$ cat src/rtl/scl_gen_pkg.sv
package scl_gen_pkg;

    // Smallest legal phase length in system clock cycles
    localparam int MIN_PHASE = 4;
    // Default synchronizer depth on the SCL sense path
    localparam int SYNC_DEPTH = 2;

    typedef enum logic [1:0] {
        ST_IDLE = 2'd0,
        ST_LOW  = 2'd1,
        ST_WAIT = 2'd2,
        ST_HIGH = 2'd3
    } scl_state_e;

    typedef struct packed {
        logic drive_low;
        logic rise;
        logic fall;
    } scl_out_t;

endpackage

$ cat src/rtl/scl_sync.sv
module scl_sync #(
    parameter int STAGES = 2
) (
    input  logic clk,
    input  logic rst,
    input  logic d,
    output logic q
);
    logic [STAGES-1:0] chain;

    generate
        if (STAGES == 1) begin : g_single
            always_ff @(posedge clk) begin
                if (rst) chain <= '1;
                else     chain <= d;
            end
        end else begin : g_multi
            always_ff @(posedge clk) begin
                if (rst) chain <= '1;
                else     chain <= {chain[STAGES-2:0], d};
            end
        end
    endgenerate

    assign q = chain[STAGES-1];
endmodule

$ cat src/rtl/scl_limit.sv
module scl_limit
    import scl_gen_pkg::*;
#(
    parameter int CNT_W = 16
) (
    input  logic [CNT_W-1:0] lo_raw,
    input  logic [CNT_W-1:0] hi_raw,
    output logic [CNT_W-1:0] lo_load,
    output logic [CNT_W-1:0] hi_load
);
    localparam logic [CNT_W-1:0] FLOOR = CNT_W'(MIN_PHASE);

    logic [CNT_W-1:0] lo_eff;
    logic [CNT_W-1:0] hi_eff;

    always_comb begin
        lo_eff  = (lo_raw < FLOOR) ? FLOOR : lo_raw;
        hi_eff  = (hi_raw < FLOOR) ? FLOOR : hi_raw;
        // Counter runs from eff-1 down to zero: eff cycles per phase
        lo_load = lo_eff - CNT_W'(1);
        hi_load = hi_eff - CNT_W'(1);
    end
endmodule

$ cat src/rtl/scl_down_counter.sv
module scl_down_counter #(
    parameter int CNT_W = 16
) (
    input  logic             clk,
    input  logic             rst,
    input  logic             clr,
    input  logic             load,
    input  logic [CNT_W-1:0] load_val,
    output logic             done
);
    logic [CNT_W-1:0] cnt;

    always_ff @(posedge clk) begin
        if (rst || clr)       cnt <= '0;
        else if (load)        cnt <= load_val;
        else if (cnt != '0)   cnt <= cnt - CNT_W'(1);
    end

    assign done = (cnt == '0);

    // a reload takes exactly the requested start value
    p_reload_value_r4: assert property (@(posedge clk) disable iff (rst)
        (load && !clr) |=> (cnt == $past(load_val)));

    // an expired counter stays at zero until reloaded
    p_hold_zero_r2: assert property (@(posedge clk) disable iff (rst)
        (done && !load && !clr) |=> done);
endmodule

$ cat src/rtl/scl_phase_fsm.sv
module scl_phase_fsm
    import scl_gen_pkg::*;
#(
    parameter int CNT_W = 16
) (
    input  logic             clk,
    input  logic             rst,
    input  logic             en,
    input  logic             scl_s,
    input  logic             cnt_done,
    input  logic [CNT_W-1:0] lo_load,
    input  logic [CNT_W-1:0] hi_load,
    output logic             cnt_clr,
    output logic             cnt_load,
    output logic [CNT_W-1:0] cnt_val,
    output scl_out_t         outs
);
    scl_state_e state, nxt;
    logic       pick_high;
    logic       rise_q, fall_q;

    always_comb begin
        nxt       = state;
        cnt_load  = 1'b0;
        pick_high = 1'b0;
        if (!en) begin
            nxt = ST_IDLE;
        end else begin
            unique case (state)
                ST_IDLE: begin
                    nxt      = ST_LOW;
                    cnt_load = 1'b1;
                end
                ST_LOW: begin
                    if (cnt_done) nxt = ST_WAIT;
                end
                ST_WAIT: begin
                    if (scl_s) begin
                        nxt       = ST_HIGH;
                        cnt_load  = 1'b1;
                        pick_high = 1'b1;
                    end
                end
                ST_HIGH: begin
                    // Another master pulling low or own count expiring
                    if (!scl_s || cnt_done) begin
                        nxt      = ST_LOW;
                        cnt_load = 1'b1;
                    end
                end
                default: nxt = ST_IDLE;
            endcase
        end
    end

    assign cnt_clr = !en;
    assign cnt_val = pick_high ? hi_load : lo_load;

    always_ff @(posedge clk) begin
        if (rst) begin
            state  <= ST_IDLE;
            rise_q <= 1'b0;
            fall_q <= 1'b0;
        end else begin
            state  <= nxt;
            rise_q <= (nxt == ST_HIGH) && (state != ST_HIGH);
            fall_q <= (nxt == ST_LOW) && (state != ST_LOW);
        end
    end

    always_comb begin
        outs.drive_low = (state == ST_LOW);
        outs.rise      = rise_q;
        outs.fall      = fall_q;
    end

    // strobes never overlap
    p_strobe_excl_r10: assert property (@(posedge clk) disable iff (rst)
        !(rise_q && fall_q));

    // rise strobe is a single-cycle pulse
    p_rise_single_r10: assert property (@(posedge clk) disable iff (rst)
        rise_q |=> !rise_q);

    // fall strobe coincides with the start of drive-low
    p_fall_drives_r10: assert property (@(posedge clk) disable iff (rst)
        fall_q |-> outs.drive_low);

    // high counting starts only after the synchronized line read high
    p_rise_after_high_r3: assert property (@(posedge clk) disable iff (rst)
        rise_q |-> $past(scl_s));

    // a low line during the high phase ends it on the next edge
    p_early_end_r5: assert property (@(posedge clk) disable iff (rst)
        (en && state == ST_HIGH && !scl_s) |=> fall_q);

    // high-wait keeps the line released while it reads low
    p_wait_released_r6: assert property (@(posedge clk) disable iff (rst)
        (en && state == ST_WAIT && !scl_s) |=> (state == ST_WAIT && !outs.drive_low && !rise_q));

    // disabling returns to idle and silences the outputs
    p_disable_idle_r8: assert property (@(posedge clk) disable iff (rst)
        !en |=> (state == ST_IDLE && !outs.drive_low && !rise_q && !fall_q));
endmodule

$ cat src/rtl/scl_clkgen.sv
module scl_clkgen
    import scl_gen_pkg::*;
#(
    parameter int CNT_W  = 16,
    parameter int STAGES = SYNC_DEPTH
) (
    input  logic             clk,
    input  logic             rst,
    input  logic             en,
    input  logic [CNT_W-1:0] low_count,
    input  logic [CNT_W-1:0] high_count,
    input  logic             scl_in,
    output logic             scl_drive_low,
    output logic             scl_rise_stb,
    output logic             scl_fall_stb
);
    logic             scl_s;
    logic [CNT_W-1:0] lo_load, hi_load, cnt_val;
    logic             cnt_clr, cnt_load, cnt_done;
    scl_out_t         outs;

    scl_sync #(.STAGES(STAGES)) u_sync (
        .clk (clk),
        .rst (rst),
        .d   (scl_in),
        .q   (scl_s)
    );

    scl_limit #(.CNT_W(CNT_W)) u_limit (
        .lo_raw  (low_count),
        .hi_raw  (high_count),
        .lo_load (lo_load),
        .hi_load (hi_load)
    );

    scl_down_counter #(.CNT_W(CNT_W)) u_cnt (
        .clk      (clk),
        .rst      (rst),
        .clr      (cnt_clr),
        .load     (cnt_load),
        .load_val (cnt_val),
        .done     (cnt_done)
    );

    scl_phase_fsm #(.CNT_W(CNT_W)) u_fsm (
        .clk      (clk),
        .rst      (rst),
        .en       (en),
        .scl_s    (scl_s),
        .cnt_done (cnt_done),
        .lo_load  (lo_load),
        .hi_load  (hi_load),
        .cnt_clr  (cnt_clr),
        .cnt_load (cnt_load),
        .cnt_val  (cnt_val),
        .outs     (outs)
    );

    assign scl_drive_low = outs.drive_low;
    assign scl_rise_stb  = outs.rise;
    assign scl_fall_stb  = outs.fall;
endmodule

$ cat config.mk
export PLATFORM = sky130hd
export DESIGN_NAME = scl_clkgen
export DESIGN_NICKNAME = d
export VERILOG_FILES = /design/src/rtl/scl_gen_pkg.sv /design/src/rtl/scl_sync.sv /design/src/rtl/scl_limit.sv /design/src/rtl/scl_down_counter.sv /design/src/rtl/scl_phase_fsm.sv /design/src/rtl/scl_clkgen.sv
export SDC_FILE = /design/constraint.sdc
export NUM_CORES = 1
export LEC_CHECK = 0
export CORE_ASPECT_RATIO = 0.75
export CORE_MARGIN = 8
export CORE_UTILIZATION = 45
export DETAILED_ROUTE_END_ITERATION = 10
export PLACE_DENSITY_LB_ADDON = 0.3
export SLEW_MARGIN = 30
export SYNTH_ARGS = -nofsm -noshare
export SYNTH_HDL_FRONTEND = slang
export SYNTH_SLANG_ARGS = --single-unit
$ cat constraint.sdc
create_clock -name clk -period 3.4 [get_ports clk]
set_clock_uncertainty 0.1 [all_clocks]
set_input_delay 0.68 -clock clk [delete_from_list [all_inputs] [get_ports clk]]
set_output_delay 0.68 -clock clk [all_outputs]
set_load 0.01 [all_outputs]
==> results of run 1 <==
==> through the flow <==
stage,hold WS (ns),area (µm²)
global route,0.336,2170
finish,0.314,2170
CTS,0.325,2170
detailed placement,0.297,2100
floorplan,0.289,1650
global placement,0.291,2100
==> state kept, by name (all words and copies together), names as in the netlist <==
signal / count
u_cnt.cnt: 16
u_fsm.fall_q: 1
u_fsm.rise_q: 1
u_fsm.state: 2
u_sync.chain: 2
==> power by group through the flow <==
stage	Combinational [mW]	Clock (mW)	Sequential, mW
6_report	0.341	0.247	0.307
5_1_grt	0.371	0.264	0.309
4_1_cts	0.337	0.253	0.305
3_5_place_dp	0.335	0	0.311
3_3_place_gp	0.334	0	0.309
2_1_floorplan	0.222	0	0.304
==> final cells by class <==
cell class | count | area (µm²)
clock buffer | 3 | 41.3
clock inverter | 1 | 30.0
fill | 324 | 1420
inverter | 3 | 11.3
multi-input combinational | 177 | 1110
sequential | 22 | 440
tap | 52 | 65.1
timing repair buffer | 49 | 475
==> placed cells by master (no fill, tap or decap), types with 3 or more instances in the layout <==
cell             instances
nand2_1                 44
clkdlybuf4s50_1         38
dfxtp_1                 22
nor2_1                  20
mux2i_1                 12
buf_4                   10
nor4_1                   9
nor3_1                   9
o21ai_0                  7
nand3_1                  6
a21oi_1                  6
nand4_1                  6
nand2b_1                 5
and3_1                   3
mux2i_2                  3
inv_1                    3
or2_2                    3
nor3b_1                  3
a211oi_1                 3
xnor2_1                  3
clkbuf_8                 3
==> logic make-up (layout without fill, tap and decap cells) <==
kind of cell | after synthesis | in the layout | share of synthesized area [%]
compound gates | 32 | 32 | 13.7
simple gates | 122 | 122 | 39.2
xor+xnor | 5 | 5 | 2.66
fa+ha+maj | 1 | 1 | 0.760
mux | 17 | 17 | 11.2
buf+inv | 15 | 56 | 5.77
flops | 22 | 22 | 26.7
==> routing by layer <==
| metal | global-route usage (%) | wire, µm | part of all wire, % | up-vias |
|---|---|---|---|---|
| met5 | 0 | 0 | 0 | - |
| met4 | 5.00 | 34 | 0.68 | 0 |
| met3 | 4.68 | 542 | 11 | 4 |
| met2 | 24.0 | 1860 | 37 | 91 |
| met1 | 25.5 | 2540 | 51 | 759 |
| li1 | - | - | - | 853 |
==> worst paths after layout <==
kind	slack, ns	from	to
min reg2reg	0.31	u_sync.chain[0]	u_sync.chain[1]
min	0.31	u_sync.chain[0]	u_sync.chain[1]
max	0.26	low_count[6]	u_cnt.cnt[8]
max reg2reg	0.55	u_cnt.cnt[9]	u_cnt.cnt[8]
==> results.toml, run 1 <==
[power_and_ir_drop]
swShare_pct = 32.6
switchingPower_uw = 292
pwr-share-clk_pct = 27.6
seqPwrFrac_pct = 34.2
power.leakage_nw = 0.863
power.total_uw = 895
ir_worst_vdd_uv = 195
comb_power_share_pct = 38.1
powerDensity_nw_per_um2 = 412
intPower_uw = 603

[worst_setup_path]
cp.required_ns = 3.51
worst_path_max_delay_cell = "clkdlybuf4s50_1"
crit_type = "input pin to flip-flop"
worstPathArrival_ns = 3.25
cp_num_cells = 10
cp_slowest_stage_delay_ns = 0.47
critPathTopFamily = "simple AND/OR/NAND/NOR gates"
setup.worst_path.end_class = "flip-flop"
reg2regPathDepth = 9
critical_path.max_fanout = 4
path_cells = "clkdlybuf4s50_1, nor4_1, and4_1, o22ai_1, mux2i_2, ha_1, buf_4, nand4_1, mux2i_1, o2111a_1"
crit_buf_inv = 2
start_kind = "input pin"

[run_status]
status = "complete, no violations"

[global_route]
grt_antenna_before_repair = 0
grt_pass1_wl_um = 7990
grt_max_degree = 25
overflow = 0
grt_pass1_vias = 1584
grt_util_all_layers_pct = 17.4

[clock_tree]
cts.repair.resized = 0
numClockSinks = 22
ctsHoldBuffers = 0
cts_tree = "yes"
path_clk_slew_ns = 0.08
cts_max_path_buffers = 2
cts_root_buf = "clkbuf_8"
htreeDepth = 1
numCtsBuffers = 3
insertion_delay_ns = 0.27
cts_setup_buffers = 0

[synthesis]
yosys-top-cells-area = "dfxtp_1 (27%), nand2_1 (10%), mux2i_1 (7.3%), nor2_1 (4.6%), nor4_1 (3.4%)"
synth_edf_count = 0
yosys-top-cells-count = "nand2_1 (44), dfxtp_1 (22), nor2_1 (20)"
yosys_warnings = 0
syn_area_um2 = 1650
synth_top_area_cell = "dfxtp_1"
synthFlopType = "dfxtp_1"
syn-mean-instance-area_um2 = 7.69
post-synth-top-count-cell = "nand2_1"
async_flop_share_pct = 0
ys_ff_latch = 22
synthDistinctLibCells = 50
ys_seq_area_share_pct = 26.7
syn_inst = 214
synth_top_area_share_pct = 26.7
synth_fp_nets = 251

[route]
post_drt_wl_per_cell_um = 16.2
vias_per_cell = 5.56
drtIter0Drc = 150
vias = 1707
finalWirelength_um = 4980
drc = 0
drtAntennaViolNets = 0
first_pass_iters = 4

[timing]
layout_setup_ws_ns = 0.264
fin_setup_tns_ns = 0
period_minus_slack_ns = 3.14
hold_viol_final = 0
slew_headroom_pct = 58.4
fmax_ghz = 0.319
slew_viol_final = 0
tightest_slew_ns = 0.621
rsz0062_at_grt = "no"
post-route-period-util_pct = 92.2
setup_viol_count_final = 0

[hold_path]
hold_class = "flip-flop to flip-flop"
worstHoldPathCells = 1

[final_layout]
drive_gt1_share_pct = 11.4
antenna_cells = 0
final_util_pct = 60.6
syn_to_final_growth_pct = 32.1
fin_cells = 307
nets = 293

[placed_design]
gp_congestion = 0.864
dpl_worst_slack_ns = 0.0640
dp_hpwl_um = 3840
port_buffers = 38
dp.cells = 303

[run]
maxCapViolations = 0

[die]
fp.dieW_um = 85.9
die_h_um = 68.4
core_area_um2 = 3590
ios = 39
initial_utilization_pct = 45.9
die-area_um2 = 5870
row_count = 19
No activity file was read; power rests on OpenSTA's default activity.
==> inputs of run 2 (changes only) <==
- clock period: 3.4 -> 3.8 ns (I/O delays scaled with it)
==> run 2 against run 1 <==
Worst hold slack worse by 0.0035 ns. Cell area fell by 2.3%. Combinational power is 16% lower. First-iteration DRC count shrank 10%. Clock-buffer cell count did not move. Die area stayed put.
==> results.toml, run 2 (synthesized netlist as in run 1, its figures left out) <==
[worst_setup_path]
critical_path.max_fanout = 7
cp.required_ns = 3.90
timing.rr.start = "u_cnt.cnt[8]"
crit_type = "input pin to flip-flop"
r2r_end = "u_cnt.cnt[12]"
start_kind = "input pin"
worstPathArrival_ns = 3.40
reg2regPathDepth = 8
setup.worst_path.end_class = "flip-flop"
ff2ff_setup_slack_ns = 0.80

[final_layout]
top_regs = "u_cnt.cnt (16), u_fsm.state (2), u_sync.chain (2)"
antenna_cells = 0
most-common-layout-cells = "nand2_1 (44), clkdlybuf4s50_1 (38), dfxtp_1 (22), nor2_1 (20), mux2i_1 (12)"
nets = 288
design_area_um2 = 2120
multiInputGateArea_um2 = 1110
drive_gt1_share_pct = 9.60
syn_to_final_growth_pct = 29.0
regArea_um2 = 440
largest_register_ffs = 16
regMostFlops = "u_cnt.cnt"
nFillCells = 327
final_common_cell = "nand2_1"

[route]
vias = 1712
first_pass_iters = 4
vias_per_cell = 5.67
drc = 0
drtAntennaViolNets = 0
post_drt_wl_per_cell_um = 16.1
drtIter0Drc = 135
finalWirelength_um = 4850

[power_and_ir_drop]
powerDensity_nw_per_um2 = 369
ir_worst_vdd_uv = 193
power.leakage_nw = 0.833

[clock_tree]
cts_tree = "yes"
cts.repair.resized = 0
cts_root_buf = "clkbuf_8"
numCtsBuffers = 3
htreeDepth = 1
cts_setup_buffers = 0
numClockSinks = 22
insertion_delay_ns = 0.27
ctsHoldBuffers = 0
cts_max_path_buffers = 2
path_clk_slew_ns = 0.09

[global_route]
grt_pass1_wl_um = 7790
grt_max_degree = 25
grt_pass1_vias = 1512
grt_antenna_before_repair = 0
grt_util_all_layers_pct = 17.1
overflow = 0

[placed_design]
dp_hpwl_um = 3700
port_buffers = 38
gp_congestion = 0.851
placed_area_um2 = 2050

[timing]
hold_viol_final = 0
slew_viol_final = 0
setup_viol_count_final = 0
tightest_slew_ns = 0.678
period_minus_slack_ns = 3.30
fmax_ghz = 0.303
fin_setup_tns_ns = 0
worst_hold_slack_ns = 0.311
post-route-period-util_pct = 86.7
slew_headroom_pct = 54.6
rsz0062_at_grt = "no"

[hold_path]
min_from = "u_sync.chain[0]"
holdPathEnd = "u_sync.chain[1]"
hold_class = "flip-flop to flip-flop"
worstHoldPathCells = 1

[run_status]
status = "complete, no violations"

[die]
fp.dieW_um = 85.9
row_count = 19
ios = 39
die-area_um2 = 5870
die_h_um = 68.4
initial_utilization_pct = 45.9
core_area_um2 = 3590

[run]
maxCapViolations = 0
run 2: changes by cell type in the layout (fill, tap and decap cells not counted), sizes merged:
cell  previous run  this run
buf             11         6
run 2: how the worst max path moves through the flow:
stage                             start            end  slack (ns)
final                     high_count[8]  u_cnt.cnt[12]        0.50
after global routing       low_count[8]  u_cnt.cnt[12]        0.33
after CTS                            en  u_cnt.cnt[12]        0.54
after detailed placement  high_count[8]  u_cnt.cnt[12]        0.25
after global placement    high_count[8]  u_cnt.cnt[12]        0.36
after floorplan            low_count[8]  u_cnt.cnt[12]        1.00
run 2: power by group:
group          switching (mW)  internal [mW]
Combinational           0.154          0.133
Sequential             0.0209          0.252
Clock                  0.0833          0.141
Total                   0.258          0.527
run 2: critical path, stage by stage:
cell and delay, ns:
clkdlybuf4s50_1 0.44, nor4_1 0.43, and4_1 0.31, o22ai_1 0.11
mux2i_2 0.20, ha_1 0.44, nand3_4 0.16, or3_1 0.40
a21oi_1 0.14
run 2: area by class of cell:
cell class | instances | share of cell area [%]
well taps | 52 | 3.06
clock buffers | 3 | 1.94
inverters | 3 | 0.530
repair buffers | 44 | 20.0
clock inverters | 1 | 1.41
multi-input cells | 177 | 52.3
flip-flops and latches | 22 | 20.7
run 2: metrics by stage:
step / utilization [%] / total power [mW] / cells / setup slack, ns
detailed placement: 57.2 / 0.561 / 298 / 0.255
floorplan: - / 0.470 / 214 / 1.00
global route: 59.2 / 0.831 / 302 / 0.327
finish: 59.2 / 0.785 / 302 / 0.504
CTS: 59.2 / 0.784 / 302 / 0.536
global placement: 57.2 / 0.559 / 298 / 0.361
run 2: layer usage:
| layer | part of all wire [%] | GRT usage [%] | vias up | routed length (µm) |
|---|---|---|---|---|
| li1 | - | - | 845 | - |
| met1 | 51 | 25.2 | 790 | 2480 |
| met2 | 39 | 23.5 | 75 | 1870 |
| met3 | 9.7 | 4.32 | 2 | 471 |
| met4 | 0.47 | 4.57 | 0 | 23 |
| met5 | 0 | 0 | - | 0 |
